<file path="src/rtl/dbl_pkg.sv">
package dbl_pkg;
  localparam int SLOT_W = 5;
  localparam int HALF_W = SLOT_W - 1;
  localparam int MODE_BIT = 4;
  localparam logic [1:0] ROUTE_ON = 2'b01;
  localparam logic [HALF_W-1:0] CODE_MAX = HALF_W'(14);

  typedef logic [HALF_W-1:0] code_t;

  typedef struct packed {
    logic       mode;
    logic [1:0] fast_sel;
    logic [1:0] sys_sel;
    logic [7:0] duty;
  } cfg_t;

  function automatic code_t clamp_code(code_t c);
    return (c > CODE_MAX) ? CODE_MAX : c;
  endfunction
endpackage

</file>
<file path="src/rtl/dbl_phase.sv">
module dbl_phase #(
  parameter int SLOT_W = dbl_pkg::SLOT_W
) (
  input  logic              clk_i,
  input  logic              rst_ni,
  input  logic              ref_i,
  output logic              rise_o,
  output logic [SLOT_W-1:0] slot_o
);
  logic ref_q;

  assign rise_o = ref_i & ~ref_q;

  always_ff @(posedge clk_i or negedge rst_ni) begin
    if (!rst_ni) begin
      ref_q  <= 1'b0;
      slot_o <= '0;
    end else begin
      ref_q  <= ref_i;
      slot_o <= rise_o ? '0 : slot_o + 1'b1;
    end
  end
endmodule

</file>
<file path="src/rtl/dbl_regs.sv">
module dbl_regs #(
  parameter int ADDR_W     = 3,
  parameter int ADDR_DUTY  = 3,
  parameter int ADDR_MODE  = 5,
  parameter int ADDR_ROUTE = 6
) (
  input  logic              clk_i,
  input  logic              rst_ni,
  input  logic              wr_en_i,
  input  logic [ADDR_W-1:0] wr_addr_i,
  input  logic [7:0]        wr_data_i,
  input  logic              load_i,
  output dbl_pkg::cfg_t     act_o
);
  import dbl_pkg::*;

  cfg_t stage_q;

  always_ff @(posedge clk_i or negedge rst_ni) begin
    if (!rst_ni) begin
      stage_q <= '0;
    end else if (wr_en_i) begin
      if (wr_addr_i == ADDR_W'(ADDR_DUTY))  stage_q.duty <= wr_data_i;
      if (wr_addr_i == ADDR_W'(ADDR_MODE))  stage_q.mode <= wr_data_i[MODE_BIT];
      if (wr_addr_i == ADDR_W'(ADDR_ROUTE)) begin
        stage_q.fast_sel <= wr_data_i[5:4];
        stage_q.sys_sel  <= wr_data_i[7:6];
      end
    end
  end

  // active copy only moves at a period boundary
  always_ff @(posedge clk_i or negedge rst_ni) begin
    if (!rst_ni)     act_o <= '0;
    else if (load_i) act_o <= stage_q;
  end
endmodule

</file>
<file path="src/rtl/dbl_wave.sv">
module dbl_wave #(
  parameter int SLOT_W = dbl_pkg::SLOT_W
) (
  input  logic [SLOT_W-1:0] slot_i,
  input  logic [7:0]        duty_i,
  output logic              hi_o
);
  import dbl_pkg::*;

  code_t code_a, code_b, code_sel;

  assign code_a   = {duty_i[7], duty_i[5:3]};
  assign code_b   = {duty_i[6], duty_i[2:0]};
  assign code_sel = clamp_code(slot_i[SLOT_W-1] ? code_b : code_a);
  assign hi_o     = slot_i[SLOT_W-2:0] <= code_sel;
endmodule

</file>
<file path="src/rtl/duty_doubler.sv">
module duty_doubler #(
  parameter int ADDR_W     = 3,
  parameter int ADDR_DUTY  = 3,
  parameter int ADDR_MODE  = 5,
  parameter int ADDR_ROUTE = 6
) (
  input  logic              clk_i,
  input  logic              rst_ni,
  input  logic              ref_i,
  input  logic              wr_en_i,
  input  logic [ADDR_W-1:0] wr_addr_i,
  input  logic [7:0]        wr_data_i,
  output logic              fast_clk_o,
  output logic              sys_clk_o
);
  import dbl_pkg::*;

  localparam int N_OUT = 2;

  logic              rise;
  logic [SLOT_W-1:0] slot;
  cfg_t              act;
  logic              act_mode;
  logic [1:0]        act_fast_sel, act_sys_sel;
  logic [7:0]        act_duty;
  logic              wave_hi;
  logic [1:0]        sel   [N_OUT];
  logic [N_OUT-1:0]  out_q;

  dbl_phase #(.SLOT_W(SLOT_W)) i_phase (
    .clk_i, .rst_ni, .ref_i, .rise_o(rise), .slot_o(slot)
  );

  dbl_regs #(
    .ADDR_W(ADDR_W), .ADDR_DUTY(ADDR_DUTY),
    .ADDR_MODE(ADDR_MODE), .ADDR_ROUTE(ADDR_ROUTE)
  ) i_regs (
    .clk_i, .rst_ni, .wr_en_i, .wr_addr_i, .wr_data_i,
    .load_i(rise), .act_o(act)
  );

  dbl_wave #(.SLOT_W(SLOT_W)) i_wave (
    .slot_i(slot), .duty_i(act_duty), .hi_o(wave_hi)
  );

  assign act_mode     = act.mode;
  assign act_fast_sel = act.fast_sel;
  assign act_sys_sel  = act.sys_sel;
  assign act_duty     = act.duty;
  assign sel[0]       = act_fast_sel;
  assign sel[1]       = act_sys_sel;

  for (genvar g = 0; g < N_OUT; g++) begin : g_out
    always_ff @(posedge clk_i or negedge rst_ni) begin
      if (!rst_ni)       out_q[g] <= 1'b0;
      else if (act_mode) out_q[g] <= (sel[g] == ROUTE_ON) & wave_hi;
      else               out_q[g] <= ref_i;
    end
  end

  assign fast_clk_o = out_q[0];
  assign sys_clk_o  = out_q[1];
endmodule

</file>
<file path="config.mk">
export PLATFORM = sky130hd
export DESIGN_NAME = duty_doubler
export DESIGN_NICKNAME = d
export VERILOG_FILES = /design/src/rtl/dbl_pkg.sv /design/src/rtl/dbl_phase.sv /design/src/rtl/dbl_regs.sv /design/src/rtl/dbl_wave.sv /design/src/rtl/duty_doubler.sv
export SDC_FILE = /design/constraint.sdc
export NUM_CORES = 1
export LEC_CHECK = 0
export BUFFER_PORTS_ARGS = -buffer_cell sky130_fd_sc_hd__buf_2
export CORE_ASPECT_RATIO = 1.25
export CORE_MARGIN = 2
export CORE_UTILIZATION = 45
export CTS_BUF_LIST = sky130_fd_sc_hd__clkbuf_16
export CTS_CLUSTER_DIAMETER = 60
export DETAILED_ROUTE_END_ITERATION = 16
export HOLD_SLACK_MARGIN = 0.03
export PLACE_DENSITY = 0.74
export RECOVER_POWER = 100
export REMOVE_ABC_BUFFERS = 1
export SYNTH_ARGS = -nofsm -noshare
export SYNTH_HDL_FRONTEND = slang
export SYNTH_SLANG_ARGS = --single-unit
</file>
<file path="constraint.sdc">
create_clock -name clk_i -period 3.3 [get_ports clk_i]
set_input_delay 0.165 -clock clk_i [delete_from_list [all_inputs] [get_ports clk_i]]
set_output_delay 0.165 -clock clk_i [all_outputs]
set_load 0.05 [all_outputs]
</file>
* Yosys cells after proc, flatten, opt, wreduce, memory -nomap -nowiden
Index checks and enable logic that the tools add are counted.
Storage, ports and cells: flip-flop bits (word level) 34, input port bits 15, output and inout port bits 2, word-level logic and storage cells 32
Operators by class: add/sub/neg operators 1, magnitude comparators 2, equal/unequal tests 5, mux-type cells 5, bitwise gates (word level) 4, reduce and logical (&&, ||, !) cells 3
Operators by type and width (count):
- $mux 4 | 2
- $eq 3x3->1 const B | 2
- $reduce_and 2->1 | 3
- $add 5x1->5 const B | 1
- $mux 5 | 1
- $eq 2x1->1 const B | 2
- $gt 4x4->1 const B | 1
- $le 4x4->1 | 1
- $and 1x1->1 | 3
- $eq 3x2->1 const B | 1
- $mux 1 | 2
- $not 1->1 | 1

* Longest topological paths before layout
word-level depth 6, mapped depth 8, depth with buffers taken out 7

* Modules after synthesis
From an unflattened synthesis, not the netlist that was laid out.
Unflattened totals: cell total of the unflattened synthesis 98, area total of the unflattened synthesis 1450.1 um^2
Modules (own cells, without submodules):
- dbl_regs | instances 1, cells each 56, area each 989.7 um^2, sequential area each 650.6 um^2
- dbl_phase | instances 1, cells each 18, area each 229.0 um^2, sequential area each 150.1 um^2
- dbl_wave | instances 1, cells each 17, area each 142.6 um^2, sequential area each 0.0 um^2
- duty_doubler | instances 1, cells each 7, area each 88.8 um^2, sequential area each 50.0 um^2

* Worst setup path before layout
Ideal clock, no wire load.
path kind flip-flop to flip-flop, start point register i_phase.slot_o[4], end point register out_q[1] (netlist: sys_clk_o), library setup time 128 ps, data arrival time 1484 ps, data required time 3172 ps, slack 1689 ps, stages on the path, launching flop included 9, path buffers 1, period minus slack after synthesis 1611 ps, cell sequence dfrtp_1 > buf_2 > mux2i_1 > nor3_1 > nor2_1 > ha_1 > and4_1 > a21oi_1 > o21ai_0
On the way: longest elaborated chain between the ends 6
RTL lines:
- from (decl) | line dbl_phase.sv:8 | output logic [SLOT_W-1:0] slot_o
- from (signal assigned) | line dbl_phase.sv:20 | slot_o <= rise_o ? '0 : slot_o + 1'b1;
- $mux 4 (*) | line dbl_wave.sv:14 | assign code_sel = clamp_code(slot_i[SLOT_W-1] ? code_b : code_a);
- $gt 4x4->1 | line dbl_pkg.sv:18 | return (c > CODE_MAX) ? CODE_MAX : c;
- $mux 4 (*) | line dbl_pkg.sv:18
- $le 4x4->1 (*) | line dbl_wave.sv:15 | assign hi_o = slot_i[SLOT_W-2:0] <= code_sel;
- $and 1x1->1 (*) | line duty_doubler.sv:56 | else if (act_mode) out_q[g] <= (sel[g] == ROUTE_ON) & wave_hi;
- $mux 1 (*) | line duty_doubler.sv:56
- to (signal, indexed assignment) | line duty_doubler.sv:56
- to (signal, indexed assignment) | line duty_doubler.sv:57 | else out_q[g] <= ref_i;
- to (decl) | line duty_doubler.sv:28 | logic [N_OUT-1:0] out_q;
Every way passes the cells marked *; elsewhere a longest branch is shown, timed or not. A chain may end at the register's enable or synchronous reset.

* Final worst setup path
start point register i_phase.ref_q, end point register i_regs.act_o[2] (netlist name)
On the way: longest elaborated chain between the ends 2
RTL lines:
- from (decl) | line dbl_phase.sv:10 | logic ref_q;
- from (signal assigned) | line dbl_phase.sv:19 | ref_q <= ref_i;
- $not 1->1 | line dbl_phase.sv:12 | assign rise_o = ref_i & ~ref_q;
- $and 1x1->1 | line dbl_phase.sv:12
- to (signal assigned) | line dbl_regs.sv:35 | else if (load_i) act_o <= stage_q;
- to (decl) | line dbl_regs.sv:13 | output dbl_pkg::cfg_t act_o
Every way passes these cells.

==> results.txt <==
Flop pwr share: 46.2%
Hold Worst Slack: 0.0374 ns
met3 usage: 4.29%
r2r endpoint: i_regs.act_o[2]
failing checks: max-capacitance violations, max-slew violations
drt pass-1 iters: 4
Initial Util: 47.2%
Synth area leader: dfrtp_1
slew of the pin with the lowest slew margin: 1.76 ns
GRT busiest layer: met2
Hold WC Path Type: primary input to flop
# Max-Cap Violations: 1
Routed WL per cell: 14.4 um
largest family of logic cells by synthesized area: multiplexers
Worst path max stage delay: 1.06 ns
Post-Syn Instances: 102
CTS Sinks: 34
multi-input logic area: 596 um2
Seq/Total Area, Yosys: 56.4%
CTS tree: done
FILL cells: 262
RSZ-0062 raised after global routing: no
drt drc: 0
commonest non-fill, non-tap cells in the layout: 34 x dfrtp_1, 23 x mux2_2, 11 x buf_2
power share of the combinational group: 22.1%
leakage: 0.786 nW
Die X: 55.8 um
Yosys top cell area share: 56.4%
Post-Synth Adder-Cell Area: 4.15%
Final Hold Viols: 0
DRT iter0 DRCs: 12
reg-to-reg startpoint: i_phase.ref_q
R2R Setup Slk: 1.32 ns
P&R area growth vs syn: 13.3%
Synth cell types: 25
Worst setup startpoint: i_phase.ref_q
CORE AREA: 0.00319 mm2
path depth of the worst reg2reg path: 2
min Tclk post-route: 1.98 ns
Placer Congestion: 0.797
register area: 851 um2
DPL Wire Length: 1.70 mm
clock slew seen by the registers of the worst setup and hold paths: 0.05 ns
H-Tree Depth: 2
CP Data Required Time: 3.45 ns
Synth area leaders: dfrtp_1 56%, mux2_2 16%, mux2_4 5.0%
Nets: 143
Total GRT Usage: 14.3%
overall routed net length: 2.29 mm
average size of a mapped cell: 14.8 um2
root buffer cell: clkbuf_16
Final Max Slew Viols: 35
Sw Pwr: 0.359 mW
CTS Buf Count: 5
vias in the first global route: 910
ant diodes: 0
pwr dens: 762 mW/mm2
routed vias: 864
met1 GRT Util: 15.1%
CP Capture Type: flop
CP max-delay cell: nor2b_1
Synth Area in Simple Gates: 9.45%
worst-path fanout max: 18
yosys warns: 0
Max Clock Freq: 505 MHz
post-synthesis compound-gate area fraction: 2.32%
Port Buffer Count: 16
Worst-Skew Late Latency: 0.27 ns
xor/xnor share of the synthesized area: 1.74%
CP endpoint: i_regs.act_o[2]
antenna-violating nets left: 0
CTS max path bufs: 2
final setup violation count: 0
largest net degree at the start of global routing: 35
initial antenna violation count: 0
Clk pwr share: 31.6%
kind of critical path: flop to flop
GR Util met2: 24.9%
Placed Cells: 152
final cell count without fillers: 159
Die H: 68.7 um
Worst Path Arrival: 2.13 ns
Worst setup SP type: flop
grt total ovfl: 0
post-synthesis mux area share: 23.3%
Int Power: 0.943 mW
commonest non-fill, non-tap cell in the layout: dfrtp_1
Ports: 17
first-pass GRT wire length: 4.08 mm
Max VDD drop: 514 uV
#FFs+latches synth: 34
row cnt: 23
worst-path cell chain: nor2b_1, mux2_2
normalized max-slew margin: -17.0%
Final Cycle Share: 60.0%
Die Footprint: 0.00384 mm2
setup TNS: 0 ns
status: finished, violations left
share of cells above drive strength 1: 33.6%
skew final: 0.00279 ns
DR vias/cell: 5.43
Mapped Area: 0.00151 mm2
switching share of total power: 27.6%
==> timing repair <==
| item | 4_1_cts | 5_1_grt |
|---|---|---|
| hold buffers | 1 | 0 |
| hold endpoints to repair | 34 | 0 |
| setup buffers | 0 | 0 |
| gates resized for setup | 0 | 0 |
==> kinds of logic (layout without fill, tap and decap cells) <==
| group | Yosys count | after routing |
|---|---|---|
| DFF | 34 | 34 |
| muxes | 30 | 30 |
| and+or+nand+nor | 20 | 20 |
| AOI/OAI and AO/OA | 6 | 6 |
| adders and majority gates | 5 | 5 |
| buffers and inverters | 4 | 24 |
| xor gates and xnor gates | 3 | 3 |
==> worst min-delay path by stage <==
stage | start | endpoint | slack [ns] | cells past startpoint
global placement | rst_ni | i_phase.ref_q | 0.25 | 1
finish | ref_i | i_phase.ref_q | 0.04 | 1
CTS | ref_i | i_phase.ref_q | 0.03 | 1
detailed placement | rst_ni | sys_clk_o | 0.27 | 1
global route | ref_i | i_phase.ref_q | 0.04 | 1
floorplan | rst_ni | fast_clk_o | -0.13 | 0
==> power by group through the flow <==
stage               clock [mW]  sequential (mW)  combinational [mW]
detailed placement           0            0.610               0.306
global route             0.448            0.614               0.327
finish                   0.412            0.602               0.288
floorplan                    0            0.619               0.204
global placement             0            0.606               0.287
CTS                      0.426            0.604               0.308
==> synthesized netlist by cell type <==
cell type  count
dfrtp_1       34
mux2_2        21
ha_1           5
mux2_4         5
nor2_1         5
mux2i_1        4
a21oi_1        3
and3b_1        2
nand2_1        2
nand3_1        2
nand4b_1       2
nor2b_1        2
o21ai_0        2
xor2_1         2
and2b_1        1
and4_1         1
buf_12         1
buf_2          1
buf_6          1
inv_1          1
nand4b_4       1
nor2b_4        1
nor3_1         1
o211a_1        1
xnor2_1        1
==> metal layers <==
metal	part of all wire, %	vias to the layer above
met1	39	429
met5	0	-
met4	3.5	0
met2	53	24
met3	4.8	7
li1	-	404
==> worst max-delay path, delay by kind of cell, from the launching register on <==
family / cells / cell delay (ns)
simple gates: 1 / 1.06
mux: 1 / 0.43
flops: 1 / 0.36
==> registers in the layout, indices dropped and copies added, names as in the netlist <==
| register | count |
|---|---|
| i_regs.stage_q | 13 |
| sys_clk_o | 1 |
| i_regs.act_o | 13 |
| i_phase.ref_q | 1 |
| fast_clk_o | 1 |
| i_phase.slot_o | 5 |
==> final cells by class <==
cell class / instances / area share [%]
inverter: 1 / 0.220
tap: 37 / 2.71
clock inverter: 1 / 0.220
timing repair buffer: 17 / 4.90
clock buffer: 5 / 7.32
multi-input combinational: 64 / 34.8
sequential: 34 / 49.8
==> metrics by stage <==
step           util [%]  cell area (um2)  total power, mW  worst slack, ns
2_1_floorplan         -             1470            0.823             1.72
3_3_place_gp       50.1             1600            0.893             1.68
3_5_place_dp       50.1             1600            0.916             1.58
4_1_cts            54.4             1740             1.34             1.56
5_1_grt            53.5             1710             1.39             1.00
6_report           53.5             1710             1.30             1.32
Power figures use the tool's default switching activity.
